===== src/rtl/lfa_pkg.sv =====
package lfa_pkg;
  typedef enum logic [2:0] {
    REG_BASE_UP = 3'd0,
    REG_BASE_LO = 3'd1,
    REG_FSIZE   = 3'd2,
    REG_BURST   = 3'd3,
    REG_CTRL    = 3'd4
  } reg_idx_e;

  localparam int unsigned CTRL_EN   = 0;
  localparam int unsigned CTRL_DUAL = 1;
  localparam int unsigned CTRL_UPD  = 2;
endpackage


===== src/rtl/lfa_cfg_regs.sv =====
module lfa_cfg_regs
  import lfa_pkg::*;
#(
  parameter int unsigned DW = 32,
  parameter int unsigned AW = 32,
  parameter int unsigned SW = 24,
  parameter int unsigned LW = 5,
  parameter int unsigned DEF_SIZE = 64,
  parameter int unsigned DEF_LEN  = 4
) (
  input  logic          clk_i,
  input  logic          rst_ni,
  input  logic          we_i,
  input  reg_idx_e      idx_i,
  input  logic [DW-1:0] wdata_i,
  input  logic          commit_ok_i,
  output logic          en_o,
  output logic          pend_o,
  output logic [AW-1:0] base_up_o,
  output logic [AW-1:0] base_lo_o,
  output logic [SW-1:0] fsize_o,
  output logic [LW-1:0] blen_o,
  output logic          dual_o
);
  localparam logic [SW-1:0] RST_SIZE = SW'(DEF_SIZE);
  localparam logic [LW-1:0] RST_LEN  = LW'(DEF_LEN);

  logic [AW-1:0] sh_up_q, sh_lo_q, act_up_q, act_lo_q;
  logic [SW-1:0] sh_size_q, act_size_q;
  logic [LW-1:0] sh_len_q, act_len_q;
  logic          sh_dual_q, act_dual_q, en_q, pend_q;
  logic          upd_wr, commit;
  logic          unused_wdata;

  assign unused_wdata = ^wdata_i;
  assign upd_wr = we_i && (idx_i == REG_CTRL) && wdata_i[CTRL_UPD];
  assign commit = pend_q && commit_ok_i;

  always_ff @(posedge clk_i or negedge rst_ni) begin
    if (!rst_ni) begin
      sh_up_q   <= '0;
      sh_lo_q   <= '0;
      sh_size_q <= RST_SIZE;
      sh_len_q  <= RST_LEN;
      sh_dual_q <= 1'b0;
      en_q      <= 1'b0;
    end else if (we_i) begin
      case (idx_i)
        REG_BASE_UP: sh_up_q   <= wdata_i[AW-1:0];
        REG_BASE_LO: sh_lo_q   <= wdata_i[AW-1:0];
        REG_FSIZE:   sh_size_q <= wdata_i[SW-1:0];
        REG_BURST:   sh_len_q  <= wdata_i[LW-1:0];
        REG_CTRL: begin
          en_q      <= wdata_i[CTRL_EN];
          sh_dual_q <= wdata_i[CTRL_DUAL];
        end
        default: ;
      endcase
    end
  end

  always_ff @(posedge clk_i or negedge rst_ni) begin
    if (!rst_ni) begin
      act_up_q   <= '0;
      act_lo_q   <= '0;
      act_size_q <= RST_SIZE;
      act_len_q  <= RST_LEN;
      act_dual_q <= 1'b0;
      pend_q     <= 1'b0;
    end else begin
      pend_q <= (pend_q && !commit) || upd_wr;
      if (commit) begin
        act_up_q   <= sh_up_q;
        act_lo_q   <= sh_lo_q;
        act_size_q <= sh_size_q;
        act_len_q  <= sh_len_q;
        act_dual_q <= sh_dual_q;
      end
    end
  end

  assign en_o      = en_q;
  assign pend_o    = pend_q;
  assign base_up_o = act_up_q;
  assign base_lo_o = act_lo_q;
  assign fsize_o   = act_size_q;
  assign blen_o    = act_len_q;
  assign dual_o    = act_dual_q;

  p_active_hold_r3: assert property (@(posedge clk_i) disable iff (!rst_ni)
    !commit |=> $stable(act_up_q) && $stable(act_lo_q) && $stable(act_size_q)
                && $stable(act_len_q) && $stable(act_dual_q));

  p_pend_clear_r4: assert property (@(posedge clk_i) disable iff (!rst_ni)
    (commit && !upd_wr) |=> !pend_q);
endmodule


===== src/rtl/lfa_fetch_seq.sv =====
module lfa_fetch_seq #(
  parameter int unsigned AW = 32,
  parameter int unsigned SW = 24,
  parameter int unsigned LW = 5
) (
  input  logic          clk_i,
  input  logic          rst_ni,
  input  logic          en_i,
  input  logic          dual_i,
  input  logic [AW-1:0] base_up_i,
  input  logic [AW-1:0] base_lo_i,
  input  logic [SW-1:0] fsize_i,
  input  logic [LW-1:0] blen_i,
  input  logic          ack_i,
  output logic          req_o,
  output logic [AW-1:0] addr_o,
  output logic [AW-1:0] ptr_up_o,
  output logic [AW-1:0] ptr_lo_o,
  output logic          eof_o,
  output logic          commit_ok_o
);
  logic          req_q, sel_q, eof_q;
  logic [SW-1:0] off_q;
  logic [SW:0]   step, off_nxt;
  logic          hs, last, eof_evt;

  // burst length in words -> bytes
  assign step    = {{(SW-1-LW){1'b0}}, blen_i, 2'b00};
  assign off_nxt = {1'b0, off_q} + step;
  assign hs      = req_q && ack_i;
  assign last    = (off_nxt >= {1'b0, fsize_i}) && (!dual_i || sel_q);
  assign eof_evt = hs && en_i && last;

  always_ff @(posedge clk_i or negedge rst_ni) begin
    if (!rst_ni) begin
      req_q <= 1'b0;
      sel_q <= 1'b0;
      off_q <= '0;
      eof_q <= 1'b0;
    end else begin
      eof_q <= eof_evt;
      if (hs) begin
        if (!en_i) begin
          req_q <= 1'b0;
          sel_q <= 1'b0;
          off_q <= '0;
        end else if (dual_i && !sel_q) begin
          sel_q <= 1'b1;
        end else begin
          sel_q <= 1'b0;
          off_q <= last ? '0 : off_nxt[SW-1:0];
        end
      end else if (!req_q) begin
        req_q <= en_i;
        if (!en_i) begin
          sel_q <= 1'b0;
          off_q <= '0;
        end
      end
    end
  end

  assign ptr_up_o    = base_up_i + AW'(off_q);
  assign ptr_lo_o    = base_lo_i + AW'(off_q);
  assign addr_o      = sel_q ? ptr_lo_o : ptr_up_o;
  assign req_o       = req_q;
  assign eof_o       = eof_q;
  assign commit_ok_o = eof_evt || (!req_q && !en_i);

  p_req_hold_r6: assert property (@(posedge clk_i) disable iff (!rst_ni)
    (req_q && !ack_i) |=> req_q && $stable(addr_o) && $stable(blen_i));

  p_idle_quiet_r2: assert property (@(posedge clk_i) disable iff (!rst_ni)
    (!en_i && !req_q) |=> !req_q);

  p_eof_after_ack_r8: assert property (@(posedge clk_i) disable iff (!rst_ni)
    eof_q |-> $past(hs));

  p_eof_reload_r5: assert property (@(posedge clk_i) disable iff (!rst_ni)
    eof_q |-> (off_q == '0) && !sel_q);

  p_stop_r10: assert property (@(posedge clk_i) disable iff (!rst_ni)
    (hs && !en_i) |=> !req_q && (off_q == '0));
endmodule


===== src/rtl/lcd_frame_addr.sv =====
module lcd_frame_addr
  import lfa_pkg::*;
#(
  parameter int unsigned DW = 32,
  parameter int unsigned AW = 32,
  parameter int unsigned SW = 24,
  parameter int unsigned LW = 5,
  parameter int unsigned DEF_SIZE = 64,
  parameter int unsigned DEF_LEN  = 4
) (
  input  logic          clk_i,
  input  logic          rst_ni,
  input  logic          cfg_we_i,
  input  logic [2:0]    cfg_idx_i,
  input  logic [DW-1:0] cfg_wdata_i,
  output logic          upd_pending_o,
  output logic          req_o,
  output logic [AW-1:0] req_addr_o,
  output logic [LW-1:0] req_len_o,
  input  logic          ack_i,
  output logic [AW-1:0] frm_ptr_up_o,
  output logic [AW-1:0] frm_ptr_lo_o,
  output logic          eof_irq_o
);
  logic          en, dual, commit_ok;
  logic [AW-1:0] base_up, base_lo;
  logic [SW-1:0] fsize;
  logic [LW-1:0] blen;

  lfa_cfg_regs #(
    .DW(DW), .AW(AW), .SW(SW), .LW(LW), .DEF_SIZE(DEF_SIZE), .DEF_LEN(DEF_LEN)
  ) u_regs (
    .clk_i      (clk_i),
    .rst_ni     (rst_ni),
    .we_i       (cfg_we_i),
    .idx_i      (reg_idx_e'(cfg_idx_i)),
    .wdata_i    (cfg_wdata_i),
    .commit_ok_i(commit_ok),
    .en_o       (en),
    .pend_o     (upd_pending_o),
    .base_up_o  (base_up),
    .base_lo_o  (base_lo),
    .fsize_o    (fsize),
    .blen_o     (blen),
    .dual_o     (dual)
  );

  lfa_fetch_seq #(.AW(AW), .SW(SW), .LW(LW)) u_seq (
    .clk_i      (clk_i),
    .rst_ni     (rst_ni),
    .en_i       (en),
    .dual_i     (dual),
    .base_up_i  (base_up),
    .base_lo_i  (base_lo),
    .fsize_i    (fsize),
    .blen_i     (blen),
    .ack_i      (ack_i),
    .req_o      (req_o),
    .addr_o     (req_addr_o),
    .ptr_up_o   (frm_ptr_up_o),
    .ptr_lo_o   (frm_ptr_lo_o),
    .eof_o      (eof_irq_o),
    .commit_ok_o(commit_ok)
  );

  assign req_len_o = blen;
endmodule


===== config.mk =====
export PLATFORM = sky130hd
export DESIGN_NAME = lcd_frame_addr
export DESIGN_NICKNAME = d
export VERILOG_FILES = /design/src/rtl/lfa_pkg.sv /design/src/rtl/lfa_cfg_regs.sv /design/src/rtl/lfa_fetch_seq.sv /design/src/rtl/lcd_frame_addr.sv
export SDC_FILE = /design/constraint.sdc
export NUM_CORES = 1
export LEC_CHECK = 0
export BUFFER_PORTS_ARGS = -buffer_cell sky130_fd_sc_hd__buf_2
export CORE_MARGIN = 2
export CORE_UTILIZATION = 38
export DETAILED_ROUTE_END_ITERATION = 16
export GPL_TIMING_DRIVEN = 0
export SYNTH_ARGS = -nofsm -noshare
export SYNTH_HDL_FRONTEND = slang
export SYNTH_SLANG_ARGS = --single-unit

===== constraint.sdc =====
create_clock -name clk_i -period 7.6 [get_ports clk_i]
set_input_delay 1.52 -clock clk_i [delete_from_list [all_inputs] [get_ports clk_i]]
set_output_delay 1.52 -clock clk_i [all_outputs]
set_load 0.01 [all_outputs]

# ---- Yosys cells after proc, flatten, opt, wreduce, memory -nomap -nowiden
# Cells that the tools add are included.
dict set report classes {
  addsub 3
  n_lt_le_gt_ge 1
  n_eq_ne 8
  n_mux 14
  n_reduce_logical 26
}
# op count
set ops {}
lappend ops {{$mux 24} 6}
lappend ops {{$add 32x24->32} 2}
lappend ops {{$mux 32} 1}
lappend ops {{$add 24x7->25} 1}
lappend ops {{$ge 25x24->1} 1}
lappend ops {{$reduce_and 2->1} 6}
lappend ops {{$logic_and 1x1->1} 10}
lappend ops {{$mux 1} 7}
lappend ops {{$eq 3x2->1 const B} 2}
lappend ops {{$ne 2x2->1 const B} 3}
lappend ops {{$logic_not 1->1} 5}
lappend ops {{$eq 3x1->1 const B} 1}
lappend ops {{$eq 3x3->1 const B} 1}
lappend ops {{$logic_not 3->1} 1}
lappend ops {{$logic_or 1x1->1} 3}
lappend ops {{$reduce_and 3->1} 1}
lappend ops {{$ne 2x1->1 const B} 1}
dict set report totals {
  reg_bits 217
  inputBits 39
  out_inout_bits 104
  elab_cells 68
}

# ---- Logic depth before layout (Yosys ltp)
dict set report logic_depth {
  ltp_word 9
  mapped_depth 21
  mapped_depth_nobuf 19
}

# ---- Hierarchy
# A second synthesis with hierarchy kept.
dict set report hier_totals {
  cells_unflattened 1002
  hier_area_um2 11801.3
}
# module instances cells_per_inst area_each_um2 seq_area_each_um2
set by_module_without_submodules {}
lappend by_module_without_submodules {lfa_cfg_regs 1 407 7121.8 4759.6}
lappend by_module_without_submodules {lfa_fetch_seq 1 595 4679.5 625.6}

# ---- Worst setup path before layout
# Ideal clock, no wire load.
dict set report synth_path {
  path_kind {register to output}
  startpoint {register u_seq.off_q[9]}
  endpoint {output req_addr_o[29]}
  arrival_time_ps 2628
  t_required_ps 6080
  slack_ps 3452
  stages_incl_launch_ff 11
  n_path_buf 1
  path_cell_list {dfrtp_1 ha_1 buf_4 and4_4 nand2_2 o21ai_2 a211oi_2 o31a_1 or4_1 nor3b_2 a31oi_1}
}
dict set report synth_via {
  elab_chain_cells 2
  word_cells_on_any_way 3
}
# item line
set synth_lines {}
lappend synth_lines {{from (decl)} lfa_fetch_seq.sv:23} ;# logic [SW-1:0] off_q;
lappend synth_lines {{from (signal assigned)} lfa_fetch_seq.sv:51} ;# off_q <= last ? '0 : off_nxt[SW-1:0];
lappend synth_lines {{$add 32x24->32, on equally long branches} {lfa_fetch_seq.sv:63, lfa_fetch_seq.sv:64}}
lappend synth_lines {{$mux 32 (*)} lfa_fetch_seq.sv:65} ;# assign addr_o = sel_q ? ptr_lo_o : ptr_up_o;
lappend synth_lines {{to (decl)} lcd_frame_addr.sv:18} ;# output logic [AW-1:0] req_addr_o,
# Mark *: on every way between the ends. The rest lies on a longest branch, timed or not.

# ---- Worst setup path after layout
dict set report layout_path {
  startpoint {register u_seq.off_q[3]}
  endpoint {output req_addr_o[29]}
}
# The elaborated chain is that of the path after synthesis.

==> impl_metrics.prom <==
# TYPE chip_impl_metric gauge
chip_impl_metric{name="post_drt_wl_per_cell",unit="um"} 21.99
chip_impl_metric{name="die_w",unit="um"} 202.8
chip_impl_metric{name="yosysSeqAreaShare",unit=""} 0.3588
chip_impl_metric{name="antenna_found_initial",unit=""} 0
chip_impl_metric{name="finalSetupViolations",unit=""} 0
chip_impl_metric{name="drt.antenna.violating_nets",unit=""} 0
chip_impl_metric{name="yosysUniqueCellTypes",unit=""} 69
chip_impl_metric{name="postSynthRegisterBits",unit=""} 215
chip_impl_info{name="synth.area.top_cells",value="dfrtp_1 35%, mux2_2 9.2%, a311o_1 6.3%"} 1
chip_impl_metric{name="final_clock_period_utilization_by_the_worst_path",unit=""} 0.7239
chip_impl_info{name="rsz0062_at_grt",value="false"} 1
chip_impl_metric{name="cts-resized-gates",unit=""} 0
chip_impl_metric{name="num_vias",unit=""} 13590
chip_impl_metric{name="first_pass_grt_wire_length",unit="mm"} 77.80
chip_impl_info{name="dominantRegCellSynth",value="dfrtp_1"} 1
chip_impl_metric{name="tritoncts.num_buffers",unit=""} 24
chip_impl_metric{name="final_total_negative_setup_slack",unit="ns"} 0
chip_impl_metric{name="clock-skew-final",unit="ns"} 0.01849
chip_impl_metric{name="timing.max_slew.rel_slack",unit=""} 0.2162
chip_impl_info{name="critPathCaptureType",value="primary output"} 1
chip_impl_metric{name="cts-hold-fix-buffers",unit=""} 0
chip_impl_metric{name="synth_edf_count",unit=""} 0
chip_impl_metric{name="path_clk_slew",unit="ns"} 0.06
chip_impl_metric{name="vdd_drop_max",unit="V"} 0.0001476
chip_impl_info{name="worst_hold_path_type",value="reg2reg"} 1
chip_impl_info{name="ys_top_cells_by_count",value="231 x nand2_1, 211 x dfrtp_1, 122 x mux2_2"} 1
chip_impl_metric{name="via_per_inst",unit=""} 5.828
chip_impl_metric{name="cts.sinks",unit=""} 215
chip_impl_metric{name="routed_wirelength",unit="mm"} 51.28
chip_impl_metric{name="detailedPlacementHpwl",unit="mm"} 38.74
chip_impl_metric{name="top_cell_type_s_share_of_synthesized_area",unit=""} 0.3518
chip_impl_metric{name="final-instance-count-excl-fill",unit=""} 2332
chip_impl_metric{name="chipHeight",unit="um"} 202.8
chip_impl_metric{name="timing.critical_path.fanout_max",unit=""} 4
chip_impl_metric{name="htree_num_levels",unit=""} 1
chip_impl_metric{name="track_usage",unit=""} 0.2450
chip_impl_info{name="worst_path_dominant_cell_family",value="compound AO/OA/AOI/OAI gates"} 1
chip_impl_info{name="cts_tree",value="yes"} 1
chip_impl_metric{name="num-nets-final",unit=""} 1907
chip_impl_metric{name="grt_max_degree",unit=""} 97
chip_impl_metric{name="drt-initial-drc-count",unit=""} 1251
chip_impl_metric{name="globalplace.congestion",unit=""} 0.9036
chip_impl_metric{name="yosys_warnings",unit=""} 0
chip_impl_metric{name="power_per_cell_area",unit="mW/mm2"} 279.2
chip_impl_metric{name="drcViolationCount",unit=""} 0
chip_impl_metric{name="timing.critical_path.slowest_cell_delay",unit="ns"} 0.47
chip_impl_metric{name="drv.max_cap_violation_count",unit=""} 0
chip_impl_metric{name="power.static_leakage",unit="uW"} 0.007596
chip_impl_metric{name="drive_gt1_frac",unit=""} 0.1985
chip_impl_metric{name="initial_core_util",unit=""} 0.3866
chip_impl_info{name="outcome",value="finished clean"} 1
chip_impl_metric{name="num_antenna_cells",unit=""} 0
chip_impl_metric{name="synth_async_sr_flop_share",unit=""} 1.000
chip_impl_metric{name="post_synth.cell_area_avg",unit="um2"} 9.232
chip_impl_metric{name="synthesis.area",unit="mm2"} 0.01501
chip_impl_metric{name="post_synth_inst_count",unit=""} 1626
chip_impl_metric{name="placement.io_buffers",unit=""} 142
chip_impl_metric{name="final_max_slew_viol_count",unit=""} 0
chip_impl_metric{name="max_freq",unit="MHz"} 181.8
chip_impl_metric{name="worst_pin_slew",unit="ns"} 1.171
chip_impl_metric{name="row_count",unit=""} 72
chip_impl_info{name="worstSetupPathType",value="reg2out"} 1
chip_impl_metric{name="cts-root-to-sink-buffers",unit=""} 3
chip_impl_info{name="start_kind",value="flop"} 1
chip_impl_metric{name="hold_viol",unit=""} 0
chip_impl_metric{name="fillerInstances",unit=""} 3785
chip_impl_info{name="clk_root_buffer_cell",value="clkbuf_16"} 1
chip_impl_metric{name="area_delta_synth_final",unit="%"} 15.37
chip_impl_info{name="synth_top_area_cell",value="dfrtp_1"} 1
chip_impl_info{name="critical_path_cell_by_cell",value="ha_1 > a211oi_1 > nor2_2 > a41oi_2 > o21a_1 > o21ai_1 > o21ai_0 > or3_1 > a31oi_1 > buf_2"} 1
chip_impl_metric{name="post-cts-setup-buffers",unit=""} 0
chip_impl_metric{name="place_inst",unit=""} 2288
chip_impl_metric{name="period_minus_slack",unit="ns"} 5.501
chip_impl_metric{name="fp.coreArea",unit="mm2"} 0.03883
chip_impl_metric{name="grt_overflow",unit=""} 0
chip_impl_metric{name="drtPass1Iterations",unit=""} 6
chip_impl_metric{name="clk-insertion-delay-late",unit="ns"} 0.54
chip_impl_metric{name="die_area",unit="mm2"} 0.04111
chip_impl_metric{name="critPathBufInv",unit=""} 1
chip_impl_metric{name="finalHoldWorstSlack",unit="ns"} 0.5352
chip_impl_info{name="crit_slowest_cell",value="or3_1"} 1
chip_impl_metric{name="ioPinCount",unit=""} 143
chip_impl_info{name="synth.most_common_cell",value="nand2_1"} 1
chip_impl_metric{name="grt_pass1_vias",unit=""} 13030
chip_impl_metric{name="cp.arrival",unit="ns"} 3.98
chip_impl_metric{name="synth_fp_nets",unit=""} 1737
chip_impl_metric{name="worstPathRequired",unit="ns"} 6.08
-- cells by family (layout without fill, tap and decap cells) --
logic type | Yosys count | count (layout) | synth area share
DFF | 215 | 215 | 0.3588
buffers and inverters | 238 | 426 | 0.06377
muxes | 216 | 216 | 0.1542
AOI/OAI and AO/OA | 370 | 370 | 0.1870
xor gates and xnor gates | 68 | 68 | 0.03968
and+or+nand+nor | 447 | 447 | 0.1360
adders and majority gates | 72 | 72 | 0.06052
-- state kept, by name (all words and copies together), names as in the netlist --
name / flops
u_regs.sh_lo_q: 32
u_seq.sel_q: 1
u_regs.sh_size_q: 24
u_seq.eof_o: 1
u_regs.blen_o: 5
u_regs.dual_o: 1
u_regs.base_lo_o: 32
u_regs.sh_len_q: 5
u_regs.sh_up_q: 32
u_regs.pend_o: 1
u_regs.base_up_o: 32
u_regs.fsize_o: 24
u_seq.off_q: 22
u_regs.en_o: 1
u_regs.sh_dual_q: 1
u_seq.req_o: 1
-- per-layer routing --
metal,part of all wire,GRT usage,up-vias
met2,0.46,0.3977,546
met4,0.027,0.06960,0
li1,-,-,6282
met5,0,0,-
met1,0.44,0.3441,6680
met3,0.073,0.02905,83
-- power breakdown --
| group | switching, uW | internal (uW) |
|---|---|---|
| clock | 503 | 793 |
| combinational | 1270 | 867 |
| sequential | 126 | 1280 |
-- stage by stage --
step / cell area, um2 / power [uW] / worst slack (ns) / util
after floorplan: 15010 / 2755 / 3.452 / -
after global placement: 16370 / 3516 / 1.104 / 0.4216
after detailed placement: 16430 / 3559 / 2.680 / 0.4233
after CTS: 17310 / 4858 / 2.085 / 0.4459
after global routing: 17320 / 5108 / 1.863 / 0.4460
final: 17320 / 4835 / 2.099 / 0.4460
-- final cells by class --
type / count / area (um2) / share of cell area
multi-input combinational: 1173 / 8673 / 0.5008
sequential: 215 / 5385 / 0.3110
timing repair buffer: 144 / 775.7 / 0.04479
clock buffer: 32 / 711.9 / 0.04111
tap: 518 / 648.1 / 0.03742
buffer: 125 / 533.0 / 0.03078
inverter: 113 / 424.2 / 0.02449
clock inverter: 12 / 166.4 / 0.009609
-- cell usage in the layout, fill, tap and decap left out, drive strengths merged, types with 9 or more instances in the layout --
| cell type | count |
|---|---|
| nand2 | 233 |
| dfrtp | 211 |
| buf | 170 |
| clkbuf | 131 |
| mux2 | 122 |
| inv | 113 |
| nand3 | 105 |
| o22ai | 96 |
| mux2i | 94 |
| a311o | 94 |
| ha | 71 |
| xnor2 | 47 |
| a21oi | 43 |
| nor2 | 33 |
| a21o | 30 |
| o21ai | 29 |
| xor2 | 21 |
| a22o | 15 |
| nand4 | 12 |
| nor2b | 11 |
| o21a | 11 |
| a211oi | 10 |
| and3 | 9 |
-- final timing paths --
kind	end	start	slack, ns	depth (start not counted)
min in group asynchronous	u_regs.sh_lo_q[0]	rst_ni	0.84	1
worst min register to register	u_regs.sh_up_q[11]	u_regs.sh_up_q[11]	0.54	1
worst min-delay path	u_regs.sh_up_q[11]	u_regs.sh_up_q[11]	0.54	1
worst max register to register	u_seq.off_q[11]	u_seq.off_q[3]	2.77	19
max in group asynchronous	u_seq.off_q[11]	rst_ni	5.51	3
worst max-delay path	req_addr_o[29]	u_seq.off_q[3]	2.10	10
Power figures use the tool's default switching activity.
